## src/rtl/credit_gate_pkg.sv

```systemverilog
// Shared types for the credit transmit gate.
// Assumes nothing beyond being compiled before the modules that import it.
package credit_gate_pkg;

    // Operating mode of the gate.
    typedef enum logic [1:0] {
        GM_WAIT   = 2'd0,  // no advertisement seen yet
        GM_FINITE = 2'd1,  // metered by credit limit
        GM_OPEN   = 2'd2   // zero advertised: unmetered
    } gate_mode_e;

endpackage

```

## src/rtl/cg_mode_ctrl.sv

```systemverilog
// Mode register of the credit gate.
// What it does: leaves the wait state on the first advertisement and picks
// metered or unmetered mode from whether the advertised value is zero.
// Assumes: adv_zero is only meaningful while adv_valid is high.
module cg_mode_ctrl
    import credit_gate_pkg::*;
(
    input  logic       clk,
    input  logic       rst_n,
    input  logic       adv_valid,
    input  logic       adv_zero,
    output gate_mode_e mode
);

    // Purpose: track the operating mode, reloaded on every advertisement.
    always_ff @(posedge clk) begin
        if (!rst_n) begin
            mode <= GM_WAIT;
        end else if (adv_valid) begin
            mode <= adv_zero ? GM_OPEN : GM_FINITE;
        end
    end

endmodule

```

## src/rtl/cg_counter.sv

```systemverilog
// Free-running modular accumulator used for both the credit limit and the
// consumed-credit count.
// What it does: loads a value, or adds an increment, wrapping modulo 2^W.
// Assumes: load wins over add in the same cycle.
module cg_counter #(
    parameter int unsigned W = 8
) (
    input  logic         clk,
    input  logic         rst_n,
    input  logic         load_en,
    input  logic [W-1:0] load_val,
    input  logic         add_en,
    input  logic [W-1:0] add_val,
    output logic [W-1:0] count
);

    // Purpose: hold the wrapping count, with reload taking priority.
    always_ff @(posedge clk) begin
        if (!rst_n) begin
            count <= '0;
        end else if (load_en) begin
            count <= load_val;
        end else if (add_en) begin
            count <= count + add_val;
        end
    end

endmodule

```

## src/rtl/cg_admit.sv

```systemverilog
// Admission decision of the credit gate.
// What it does: grants the waiting packet when the modular distance from
// (consumed + cost) up to the limit is within half the counter range, or
// at once in unmetered mode.
// Assumes: cost stays below half the range and the outstanding allowance
// never exceeds half the range, so the modular test equals a plain one.
module cg_admit
    import credit_gate_pkg::*;
#(
    parameter int unsigned W = 8
) (
    input  gate_mode_e   mode,
    input  logic         adv_valid,
    input  logic         req_valid,
    input  logic [W-1:0] req_cost,
    input  logic [W-1:0] limit,
    input  logic [W-1:0] consumed,
    output logic         grant
);

    localparam logic [W-1:0] HALF_RANGE = W'(1) << (W - 1);

    logic [W-1:0] after_send;
    logic [W-1:0] slack;
    logic         fits;

    // Purpose: wrap-safe comparison of the projected consumption to the limit.
    always_comb begin
        after_send = consumed + req_cost;
        slack      = limit - after_send;
        fits       = (slack <= HALF_RANGE);
    end

    // Purpose: combine the mode with the fit test into the grant.
    always_comb begin
        grant = 1'b0;
        if (req_valid && !adv_valid) begin
            case (mode)
                GM_FINITE: grant = fits;
                GM_OPEN:   grant = 1'b1;
                default:   grant = 1'b0;
            endcase
        end
    end

endmodule

```

## src/rtl/credit_tx_gate.sv

```systemverilog
// Credit-based transmit flow gate (top).
// What it does: loads a credit limit from an advertisement, counts credits
// consumed by granted packets, raises the limit on credit returns, and
// grants the waiting packet only when it fits under the limit.
// Assumes: the requester holds req_valid and req_cost until granted,
// req_cost < 2^(W-1), and returns never lift headroom above 2^(W-1).
module credit_tx_gate
    import credit_gate_pkg::*;
#(
    parameter int unsigned CNT_W = 8
) (
    input  logic             clk,
    input  logic             rst_n,
    input  logic             adv_valid,
    input  logic [CNT_W-1:0] adv_credits,
    input  logic             upd_valid,
    input  logic [CNT_W-1:0] upd_credits,
    input  logic             req_valid,
    input  logic [CNT_W-1:0] req_cost,
    output logic             req_grant,
    output logic [CNT_W-1:0] headroom,
    output logic             unlimited
);

    localparam logic [CNT_W-1:0] HALF_RANGE = CNT_W'(1) << (CNT_W - 1);

    gate_mode_e       mode;
    logic [CNT_W-1:0] limit_q;
    logic [CNT_W-1:0] consumed_q;
    logic             adv_zero;
    logic             metered;
    logic             limit_add;
    logic             consume_add;

    // Purpose: decode the mode and the counter enables.
    always_comb begin
        adv_zero    = (adv_credits == '0);
        metered     = (mode == GM_FINITE);
        limit_add   = upd_valid && metered;
        consume_add = req_grant && metered;
    end

    cg_mode_ctrl u_mode (
        .clk       (clk),
        .rst_n     (rst_n),
        .adv_valid (adv_valid),
        .adv_zero  (adv_zero),
        .mode      (mode)
    );

    cg_counter #(.W(CNT_W)) u_limit (
        .clk      (clk),
        .rst_n    (rst_n),
        .load_en  (adv_valid),
        .load_val (adv_credits),
        .add_en   (limit_add),
        .add_val  (upd_credits),
        .count    (limit_q)
    );

    cg_counter #(.W(CNT_W)) u_consumed (
        .clk      (clk),
        .rst_n    (rst_n),
        .load_en  (adv_valid),
        .load_val ('0),
        .add_en   (consume_add),
        .add_val  (req_cost),
        .count    (consumed_q)
    );

    cg_admit #(.W(CNT_W)) u_admit (
        .mode      (mode),
        .adv_valid (adv_valid),
        .req_valid (req_valid),
        .req_cost  (req_cost),
        .limit     (limit_q),
        .consumed  (consumed_q),
        .grant     (req_grant)
    );

    // Purpose: present remaining allowance and mode flag.
    always_comb begin
        headroom  = metered ? (limit_q - consumed_q) : '0;
        unlimited = (mode == GM_OPEN);
    end

    // nothing is granted before the first advertisement
    a_r1_no_grant_before_adv: assert property (@(posedge clk) disable iff (!rst_n)
        (mode == GM_WAIT) |-> !req_grant);

    // advertisement sets headroom to the advertised value
    a_r2_adv_loads: assert property (@(posedge clk) disable iff (!rst_n)
        adv_valid |=> (headroom == $past(adv_credits)) || unlimited);

    // a metered grant never exceeds the remaining allowance
    a_r3_grant_within: assert property (@(posedge clk) disable iff (!rst_n)
        (req_grant && metered) |-> (req_cost <= headroom));

    // a lone grant lowers headroom by its cost
    a_r4_grant_spends: assert property (@(posedge clk) disable iff (!rst_n)
        (req_grant && metered && !upd_valid && !adv_valid)
        |=> headroom == $past(headroom - req_cost));

    // a lone update raises headroom by the returned amount
    a_r5_update_adds: assert property (@(posedge clk) disable iff (!rst_n)
        (upd_valid && metered && !req_grant && !adv_valid)
        |=> headroom == $past(headroom + upd_credits));

    // allowance stays within half the range
    a_r5_headroom_bound: assert property (@(posedge clk) disable iff (!rst_n)
        metered |-> (headroom <= HALF_RANGE));

    // grant and update in one cycle are both applied
    a_r6_both_applied: assert property (@(posedge clk) disable iff (!rst_n)
        (req_grant && upd_valid && metered && !adv_valid)
        |=> headroom == $past(headroom - req_cost + upd_credits));

    // unmetered mode grants every request
    a_r8_open_grants: assert property (@(posedge clk) disable iff (!rst_n)
        (unlimited && req_valid && !adv_valid) |-> req_grant);

endmodule

```

## config.mk

```make
export PLATFORM = sky130hd
export DESIGN_NAME = credit_tx_gate
export DESIGN_NICKNAME = d
export VERILOG_FILES = /design/src/rtl/credit_gate_pkg.sv /design/src/rtl/cg_mode_ctrl.sv /design/src/rtl/cg_counter.sv /design/src/rtl/cg_admit.sv /design/src/rtl/credit_tx_gate.sv
export SDC_FILE = /design/constraint.sdc
export NUM_CORES = 1
export LEC_CHECK = 0
export BUFFER_PORTS_ARGS = -buffer_cell sky130_fd_sc_hd__buf_2
export CORE_UTILIZATION = 50
export CTS_BUF_LIST = sky130_fd_sc_hd__clkbuf_16
export DETAILED_ROUTE_END_ITERATION = 16
export PLACE_DENSITY = 0.77
export SYNTH_ARGS = -nofsm -noshare
export SYNTH_HDL_FRONTEND = slang
export SYNTH_SLANG_ARGS = --single-unit
export TNS_END_PERCENT = 30
```

## constraint.sdc

```tcl
create_clock -name clk -period 9.9 [get_ports clk]
set_clock_uncertainty 0.2 [all_clocks]
set_input_delay 0.99 -clock clk [delete_from_list [all_inputs] [get_ports clk]]
set_output_delay 0.99 -clock clk [all_outputs]
set_load 0.1 [all_outputs]
```

# After elaboration in Yosys (flattened, before gate mapping)
# Index checks and enable logic that the tools add are counted.
dict set report word_totals {
  ff_bits 18
  inputBits 29
  out_inout_bits 10
  word_cells 24
}
dict set report op_classes {
  n_addsub 4
  magnitude_cmp 1
  eq_ne 2
  n_mux 6
  bitwise_logic 1
  reduce_logical 7
}
# cell n
set op_table {}
lappend op_table {{$mux W8} 3}
lappend op_table {{$add A8 B8 Y8} 2}
lappend op_table {{$sub A8 B8 Y8} 2}
lappend op_table {{$le A8 B8 Y1 const B} 1}
lappend op_table {{$logic_not A8 Y1} 1}
lappend op_table {{$logic_and A1 B1 Y1} 3}
lappend op_table {{$eq A2 B1 Y1 const B} 1}
lappend op_table {{$eq A2 B2 Y1 const B} 1}
lappend op_table {{$mux W2} 1}
lappend op_table {{$pmux W1 S2} 1}
lappend op_table {{$reduce_bool A2 Y1} 1}
lappend op_table {{$reduce_or A2 Y1} 1}
lappend op_table {{$logic_not A1 Y1} 1}
lappend op_table {{$mux W1} 1}
lappend op_table {{$not A1 Y1} 1}

# Logic depth before layout (Yosys ltp)
# Gate-level depths: netlist of the first run.
dict set report logic_depth {
  word_depth 6
  depth_mapped 18
  ltp_nobuf 17
}

# Cells and area by module
# Synthesis of the first run repeated with hierarchy kept, for this count alone.
dict set report unflattened {
  hier_cells 324
  hier_area_um2 2558.7
}
# module instances cells_each area_each_um2 seq_area_each_um2
set modules_own_cells {}
lappend modules_own_cells {cg_counter 2 91 730.7 160.2}
lappend modules_own_cells {cg_admit 1 74 599.3 0.0}
lappend modules_own_cells {credit_tx_gate 1 62 431.7 0.0}
lappend modules_own_cells {cg_mode_ctrl 1 6 66.3 40.0}

# Worst setup path before layout of the first run
# No wires, ideal clock.
dict set report synth_path {
  kind {input -> output}
  start {input port req_cost[0]}
  end {output port req_grant}
  arrival_time_ps 3818
  required_ps 8710
  path_slack_ps 4892
  path_stages 15
  path_buffers 0
  path_cell_list {ha_1 inv_1 fa_1 nor2b_1 o21ai_0 a21boi_0 o21a_1 or3_1 nand2_1 ha_1 a21boi_0 o22ai_2 xor2_1 xnor2_1 o221a_2}
}
dict set report synth_between {
  elab_chain_cells 5
}
# item line
set synth_lines {}
lappend synth_lines {{start, declared} credit_tx_gate.sv:19} ;# input logic [CNT_W-1:0] req_cost,
lappend synth_lines {{$add A8 B8 Y8} cg_admit.sv:29} ;# after_send = consumed + req_cost;
lappend synth_lines {{$sub A8 B8 Y8} cg_admit.sv:30} ;# slack = limit - after_send;
lappend synth_lines {{$le A8 B8 Y1} cg_admit.sv:31} ;# fits = (slack <= HALF_RANGE);
lappend synth_lines {{$pmux W1 S2} cg_admit.sv:38} ;# case (mode)
lappend synth_lines {{$mux W1} cg_admit.sv:37} ;# if (req_valid && !adv_valid) begin
lappend synth_lines {{end, declared} credit_tx_gate.sv:20} ;# output logic req_grant,
# No other way between the ends.

# Worst setup path in the final report of the first run
# Ends and elaborated chain as after synthesis.

==> results.json, run 1 <==
{
  "cp_cell_sequence": "buf_2 > ha_1 > inv_1 > fa_1 > nor2b_1 > o21ai_0 > a21boi_0 > o21a_1 > or3_1 > nand2_1 > ha_1 > a21boi_0 > o22ai_2 > xor2_1 > xnor2_1 > o221a_2 > buf_2",
  "wl_um": 4400,
  "synth_commonest_cells": "ha_1, nand2_1, inv_1",
  "reg2reg_depth": 16,
  "multi_input_area_mm2": 0.00162,
  "worstPathMaxFanout": 5,
  "clkPwrFrac_pct": 31.3,
  "numClockSinks": 18,
  "synth_most_common_cell": "ha_1",
  "die-area_mm2": 0.00447,
  "drcViolationCount": 0,
  "max-slew-margin-rel_pct": 34.3,
  "cts_root_buf": "clkbuf_16",
  "power_frac_comb_pct": 38.2,
  "finalSetupViolCount": 0,
  "required_ns": 8.71,
  "start_util_pct": 52.2,
  "ys_ff_latch": 18,
  "syn_nets": 330,
  "rsz0062_at_grt": "no",
  "io_buffers": 38,
  "syn_area_per_cell_um2": 7.87,
  "overflow": 0,
  "power_mw": 0.259,
  "max_freq_ghz": 0.186,
  "cp.arrival_ns": 4.17,
  "min_delay_path_depth": 2,
  "wl_per_cell_um": 12.5,
  "min_period_ns": 5.36,
  "hold_violations": 0,
  "p_seq_share_pct": 30.5,
  "ys.flop_type": "dfxtp_1",
  "postCtsSetupRepairBufs": 0,
  "numCtsBuffers": 3,
  "hold_class": "reg -> reg",
  "cpPeakStageDelay_ns": 0.42,
  "initialDrtViolationCount": 68,
  "cts-resized-gates": 0,
  "worst_hold_slack_ns": 0.282,
  "die_height_um": 66.8,
  "endpoint_kind": "primary output",
  "die_w_um": 66.8,
  "p_int_mw": 0.167,
  "r2r_start": "u_consumed.count[0]",
  "synth_edf_count": 0,
  "power_switching_share_pct": 35.5,
  "yosysWarnings": 0,
  "clock_latency_ns": 0.25,
  "std_cell_rows": 23,
  "fin_tns_setup_ns": 0,
  "syn-cell-area_mm2": 0.00210,
  "syn_to_final_growth_pct": 14.0,
  "first_pass_iters": 6,
  "grt_first_pass_wirelength_um": 7600,
  "dpl_cell_area_mm2": 0.00232,
  "ff_latch_area_um2": 360,
  "grt_pass1_vias": 1745,
  "via_per_inst": 5.28,
  "hold_path_startpoint": "u_consumed.count[5]",
  "synthCells": 267,
  "period_share_pct": 54.2,
  "drv_slew": 0,
  "synth_area_leaders": "ha_1, dfxtp_1, nand2_1",
  "utilization_pct": 59.5,
  "p_leak_nw": 1.13,
  "status": "complete, no violations",
  "fin_area_mm2": 0.00240,
  "cts.clk_slew.worst_paths_ns": 0.05,
  "drive_gt1_share_pct": 15.9,
  "yosys.area.top_type_share_pct": 17.9,
  "h-tree-depth": 1,
  "vdd_drop_max_mv": 0.0875,
  "nFillCells": 402,
  "worst_slew_pin_slew_ns": 0.984,
  "yosysTopAreaCell": "ha_1",
  "dpl.hpwl_um": 3620,
  "synthArstFlopShare_pct": 0,
  "gp_congestion": 0.837,
  "rrSetupSlack_ns": 6.24,
  "crit_type": "in -> out",
  "p_sw_mw": 0.0917,
  "drv_cap": 0,
  "antenna_cells": 0,
  "final_antenna_net_count": 0,
  "grt_max_degree": 21,
  "track_usage_pct": 22.3,
  "hold_end": "u_consumed.count[5]",
  "cpMaxStageDelayCell": "buf_2",
  "core_area_mm2": 0.00403,
  "nNetsFinal": 366,
  "antenna_found_initial": 0,
  "ioPinCount": 39,
  "cts_tree": "done",
  "reg2reg_to": "u_consumed.count[2]",
  "cts_hold_buf": 0,
  "synth_cell_types": 49,
  "p_per_area_mw_per_mm2": 108,
  "cp-start-kind": "input port",
  "synth-seq-area-share_pct": 17.1,
  "vias": 1855,
  "clockBufferDepth": 2
}
==> power by group through the flow <==
stage                     logic [mW]  clock network (mW)  registers, mW
final                         0.0987              0.0811         0.0789
after global routing           0.109              0.0850         0.0794
after CTS                     0.0981              0.0823         0.0789
after detailed placement      0.0971                   0         0.0805
after global placement        0.0960                   0         0.0804
after floorplan               0.0779                   0         0.0793
==> flip-flops by register name, indices dropped and copies added, names as in the netlist <==
signal,flops
u_limit.count,8
u_mode.mode,2
u_consumed.count,8
==> stage by stage <==
stage,setup WS (ns),cells
6_report,4.54,351
5_1_grt,4.16,351
4_1_cts,4.53,351
3_5_place_dp,4.56,348
3_3_place_gp,4.60,348
2_1_floorplan,4.89,267
==> area by class of cell <==
type | count | area share, %
Clock buffer | 3 | 3.13
Inverter | 24 | 3.76
Multi-Input combinational cell | 218 | 67.5
Sequential cell | 18 | 15.0
Tap cell | 50 | 2.61
Timing Repair Buffer | 38 | 7.94
==> layer usage <==
layer | wire, µm | track usage, %
met1 | 2170 | 30.7
met2 | 2020 | 35.7
met3 | 169 | 4.11
met4 | 46 | 5.05
met5 | 0 | 0
==> how the worst max path moves through the flow <==
stage	slack (ns)	from	end
floorplan	4.89	req_cost[0]	req_grant
detailed placement	4.56	req_cost[0]	req_grant
finish	4.54	req_cost[0]	req_grant
global placement	4.60	req_cost[0]	req_grant
global route	4.16	req_cost[0]	req_grant
CTS	4.53	req_cost[0]	req_grant
==> cells by family (layout without fill, tap and decap cells) <==
| group | Yosys count | in the layout | synth area share (%) |
|---|---|---|---|
| adders and majority gates | 34 | 34 | 21.7 |
| muxes | 8 | 8 | 3.81 |
| DFF | 18 | 18 | 17.1 |
| buffers and inverters | 31 | 65 | 5.89 |
| AOI/OAI and AO/OA | 67 | 67 | 21.5 |
| xor gates and xnor gates | 16 | 16 | 6.67 |
| and+or+nand+nor | 93 | 93 | 23.3 |
==> cell usage in the layout (no fill, tap or decap), types with 5 or more instances in the layout <==
master,count
nor2_1,14
and2_1,10
a21oi_1,17
xnor2_1,5
inv_1,24
nor2b_1,10
nor3_1,5
buf_2,38
ha_1,30
o21a_1,6
o21ai_0,13
mux2i_1,8
nand2_1,27
a21o_1,5
nand2b_1,10
dfxtp_1,18
xor2_1,11
==> worst max-delay path: cells and delay by family <==
family                   cells  cell delay (ns)
buffers and inverters        3             0.59
XOR/XNOR                     2             0.47
AO/OA/AOI/OAI                6             1.01
AND/OR/NAND/NOR              3             0.45
adder cells (fa/ha/maj)      3             0.67
No activity file was read; power rests on OpenSTA's default activity.
==> run 2: changes to the inputs <==
- clock period: 9.9 -> 5.4 ns (I/O delays scaled with it)
==> run 2 against run 1 <==
  * Sequential power increased by 84%
  * Largest cell class unchanged
  * Combinational power up 85%
  * First-iteration DRC count is 35% lower
  * Critical path type is now reg -> out
  * Hold slack improved by 0.0036 ns
  * Clock-buffer cell count did not move
==> results.json, run 2 (synthesized netlist as in run 1, its figures left out) <==
{
  "ioPinCount": 39,
  "drive_gt1_share_pct": 15.9,
  "vias": 1910,
  "power_mw": 0.475,
  "crit_type": "reg -> out",
  "period_share_pct": 84.0,
  "fin_area_mm2": 0.00240,
  "hold_class": "reg -> reg",
  "status": "complete, no violations",
  "dpl.hpwl_um": 3700,
  "finalSetupViolCount": 0,
  "worst_hold_slack_ns": 0.285,
  "die_w_um": 66.8,
  "start_util_pct": 52.2,
  "die-area_mm2": 0.00447,
  "p_leak_nw": 1.13,
  "final_common_cell": "buf_2",
  "rrSetupSlack_ns": 1.65,
  "drv_slew": 0,
  "worstPathMaxFanout": 5,
  "final_cell_mix": "buf_2, ha_1, nand2_1",
  "std_cell_rows": 23,
  "vdd_drop_max_mv": 0.126,
  "drcViolationCount": 0,
  "cts_root_buf": "clkbuf_16",
  "final_antenna_net_count": 0,
  "cts-resized-gates": 0,
  "wl_um": 4530,
  "postCtsSetupRepairBufs": 0,
  "required_ns": 4.66,
  "io_buffers": 38,
  "nNetsFinal": 366,
  "numClockSinks": 18,
  "overflow": 0,
  "grt_max_degree": 21,
  "min_period_ns": 4.53,
  "clock_latency_ns": 0.25,
  "rsz0062_at_grt": "no",
  "gp_congestion": 0.837,
  "fin_tns_setup_ns": 0,
  "first_pass_iters": 4,
  "antenna_cells": 0,
  "track_usage_pct": 21.8,
  "worst_slew_pin_slew_ns": 0.981,
  "die_height_um": 66.8,
  "cp.arrival_ns": 3.79,
  "h-tree-depth": 1,
  "antenna_found_initial": 0,
  "drv_cap": 0,
  "clockBufferDepth": 2,
  "cts_hold_buf": 0,
  "multi_input_area_mm2": 0.00162,
  "max_freq_ghz": 0.221,
  "grt_pass1_vias": 1708,
  "ff_latch_area_um2": 360,
  "cts.clk_slew.worst_paths_ns": 0.05,
  "reg_top3": "u_consumed.count (8), u_limit.count (8), u_mode.mode (2)",
  "nFillCells": 400,
  "dpl_cell_area_mm2": 0.00232,
  "p_per_area_mw_per_mm2": 198,
  "via_per_inst": 5.44,
  "numCtsBuffers": 3,
  "cts_tree": "done",
  "grt_first_pass_wirelength_um": 7560,
  "cp-start-kind": "flip-flop",
  "syn_to_final_growth_pct": 14.0,
  "core_area_mm2": 0.00403,
  "hold_violations": 0,
  "wl_per_cell_um": 12.9,
  "endpoint_kind": "primary output",
  "max-slew-margin-rel_pct": 34.5,
  "initialDrtViolationCount": 44
}
-- run 2: stage by stage --
| stage | std cells | util [%] | setup WS [ns] |
|---|---|---|---|
| finish | 351 | 59.5 | 0.867 |
| detailed placement | 348 | 57.6 | 0.906 |
| floorplan | 267 | - | 1.29 |
| CTS | 351 | 59.5 | 0.872 |
| global placement | 348 | 57.6 | 0.996 |
| global route | 351 | 59.5 | 0.521 |
-- run 2: worst paths after layout --
check / depth (start not counted) / to / startpoint
worst min register to register: 2 / u_consumed.count[6] / u_consumed.count[6]
worst min-delay path: 2 / u_consumed.count[6] / u_consumed.count[6]
worst max register to register: 16 / u_consumed.count[2] / u_consumed.count[0]
worst max-delay path: 16 / req_grant / u_consumed.count[0]
-- run 2: area by class of cell --
cell class,count,area share (%)
multi-input combinational,218,67.5
clock buffer,3,3.13
timing repair buffer,38,7.94
inverter,24,3.76
sequential,18,15.0
tap,50,2.61
-- run 2: worst max-delay path: stages, from the launching register on --
cell and delay [ns]:
dfxtp_1 0.36, ha_1 0.19, inv_1 0.06, fa_1 0.39
nor2b_1 0.12, o21ai_0 0.10, a21boi_0 0.19, o21a_1 0.14
or3_1 0.11, nand2_1 0.06, ha_1 0.35, a21boi_0 0.25
o22ai_2 0.11, xor2_1 0.29, xnor2_1 0.19, o221a_2 0.22
buf_2 0.41
-- run 2: report_power, final --
part	total [mW]	switching (mW)	internal (mW)
logic	0.183	0.113	0.0707
registers	0.145	0.00653	0.138
clock network	0.147	0.0498	0.0974
-- run 2: metal layers --
metal	global-route usage [%]	wire, µm
met5	0	0
met4	2.93	42
met3	3.94	209
met2	37.1	2110
met1	29.0	2170
==> run 3: changes to the inputs <==
- clock period: 5.4 -> 4.3 ns (I/O delays scaled with it)
==> run 3 against run 2 <==
  * Worst setup slack lost 0.60 ns
  * Non-clock buffer count did not move
  * Register-to-register slack got worse by 0.91 ns
  * Cell area grew 1.5%
  * Routed wire length is 3.6% lower
  * Die area unchanged
  * Via count decreased by 1.5%
  * Sequential power is 26% higher
==> results.json, run 3 (synthesized netlist as in run 1, its figures left out) <==
{
  "initialDrtViolationCount": 36,
  "clock_latency_ns": 0.25,
  "max-slew-margin-rel_pct": 35.1,
  "status": "complete, no violations",
  "final_cell_mix": "buf_2, ha_1, nand2_1",
  "std_cell_rows": 23,
  "period_share_pct": 93.8,
  "grt_pass1_vias": 1706,
  "p_per_area_mw_per_mm2": 247,
  "grt_max_degree": 21,
  "numCtsBuffers": 3,
  "power_frac_comb_pct": 38.5,
  "gp_congestion": 0.828,
  "fin_area_mm2": 0.00243,
  "die_w_um": 66.8,
  "drv_slew": 0,
  "io_buffers": 38,
  "vdd_drop_max_mv": 0.170,
  "rsz0062_at_grt": "no",
  "cts_root_buf": "clkbuf_16",
  "utilization_pct": 60.3,
  "die-area_mm2": 0.00447,
  "cts_hold_buf": 0,
  "cts_tree": "done",
  "crit_type": "reg -> out",
  "start_util_pct": 52.2,
  "h-tree-depth": 1,
  "numClockSinks": 18,
  "drive_gt1_share_pct": 16.6,
  "first_pass_iters": 4,
  "fin_tns_setup_ns": 0,
  "finalSetupViolCount": 0,
  "power_switching_share_pct": 35.4,
  "p_int_mw": 0.387,
  "p_leak_nw": 1.14,
  "use_met1_pct": 30.2,
  "vias": 1881,
  "antenna_cells": 0,
  "r2r_start": "u_consumed.count[0]",
  "antenna_found_initial": 0,
  "worst_slew_pin_slew_ns": 0.971,
  "gr-usage-met3_pct": 3.94,
  "reg_top3": "u_consumed.count (8), u_limit.count (8), u_mode.mode (2)",
  "multi_input_area_mm2": 0.00164,
  "wl_um": 4370,
  "worstPathMaxFanout": 5,
  "dpl_cell_area_mm2": 0.00234,
  "ioPinCount": 39,
  "p_sw_mw": 0.213,
  "cp.arrival_ns": 3.40,
  "drcViolationCount": 0,
  "hold_violations": 0,
  "core_area_mm2": 0.00403,
  "hold_class": "reg -> reg",
  "clkPwrFrac_pct": 31.1,
  "overflow": 0,
  "p_seq_share_pct": 30.4,
  "endpoint_kind": "primary output",
  "max_freq_ghz": 0.248,
  "wl_per_cell_um": 12.5,
  "via_per_inst": 5.36,
  "cp-start-kind": "flip-flop",
  "cts.clk_slew.worst_paths_ns": 0.05,
  "track_usage_pct": 21.8,
  "clockBufferDepth": 2,
  "required_ns": 3.67,
  "min_period_ns": 4.03,
  "die_height_um": 66.8,
  "syn_to_final_growth_pct": 15.7,
  "busiest_layer": "met2",
  "nNetsFinal": 366,
  "drv_cap": 0,
  "critPathLaunch": "u_consumed.count[0]",
  "hold_path_startpoint": "u_consumed.count[1]",
  "dpl.hpwl_um": 3580,
  "ff_latch_area_um2": 360,
  "nFillCells": 371,
  "grt_first_pass_wirelength_um": 7590,
  "final_common_cell": "buf_2",
  "grtUsageMet2_pct": 35.6,
  "final_antenna_net_count": 0
}
-- run 3: cell counts in the layout (fill, tap and decap cells not counted) --
Identical to the previous run, type by type.
-- run 3: repair_timing --
action,4_1_cts,5_1_grt
buffers inserted,0,0
endpoints found under the setup margin,0,1
resized for setup,0,5
-- run 3: worst paths after layout --
kind                               to  slack (ns)  cells after the start
setup reg to reg  u_consumed.count[2]        0.74                     16
setup / recovery            req_grant        0.27                     16
hold / removal    u_consumed.count[1]        0.28                      2
hold reg to reg   u_consumed.count[1]        0.28                      2
-- run 3: routing by layer --
layer	share of wire, %	wire length [µm]
met5	0	0
met4	0.39	17
met3	4.3	190
met2	46	2030
met1	49	2140
-- run 3: critical path, stage by stage, from the launching register on --
cell and delay, ns:
dfxtp_1 0.33, ha_1 0.20, inv_1 0.07, fa_1 0.20
nor2b_1 0.06, o21ai_0 0.21, a21boi_1 0.10, o21a_1 0.17
or3_1 0.32, nand2_1 0.11, ha_4 0.22, a21boi_1 0.13
o2111a_1 0.24, o221a_2 0.12, a31o_2 0.22, o221a_2 0.28
buf_12 0.17
-- run 3: cell type report --
type,instances,share of cell area [%]
repair buffers,38,8.44
clock buffers,3,3.09
inverters,24,3.71
well taps,50,2.57
flip-flops and latches,18,14.8
multi-input cells,218,67.4
-- run 3: power groups by stage --
stage	clock network, mW	logic, mW	registers [mW]
6_report	0.187	0.231	0.182
5_1_grt	0.197	0.255	0.184
4_1_cts	0.189	0.226	0.182
3_5_place_dp	0	0.223	0.185
3_3_place_gp	0	0.221	0.185
2_1_floorplan	0	0.179	0.183
-- run 3: stage by stage --
step / setup slack, ns / hold WS, ns / std cells / power, mW
detailed placement: 0.254 / 0.274 / 348 / 0.409
global placement: 0.324 / 0.267 / 348 / 0.406
floorplan: 0.412 / 0.251 / 267 / 0.362
finish: 0.268 / 0.281 / 351 / 0.600
CTS: 0.124 / 0.281 / 351 / 0.597
global route: 0.0376 / 0.308 / 351 / 0.636
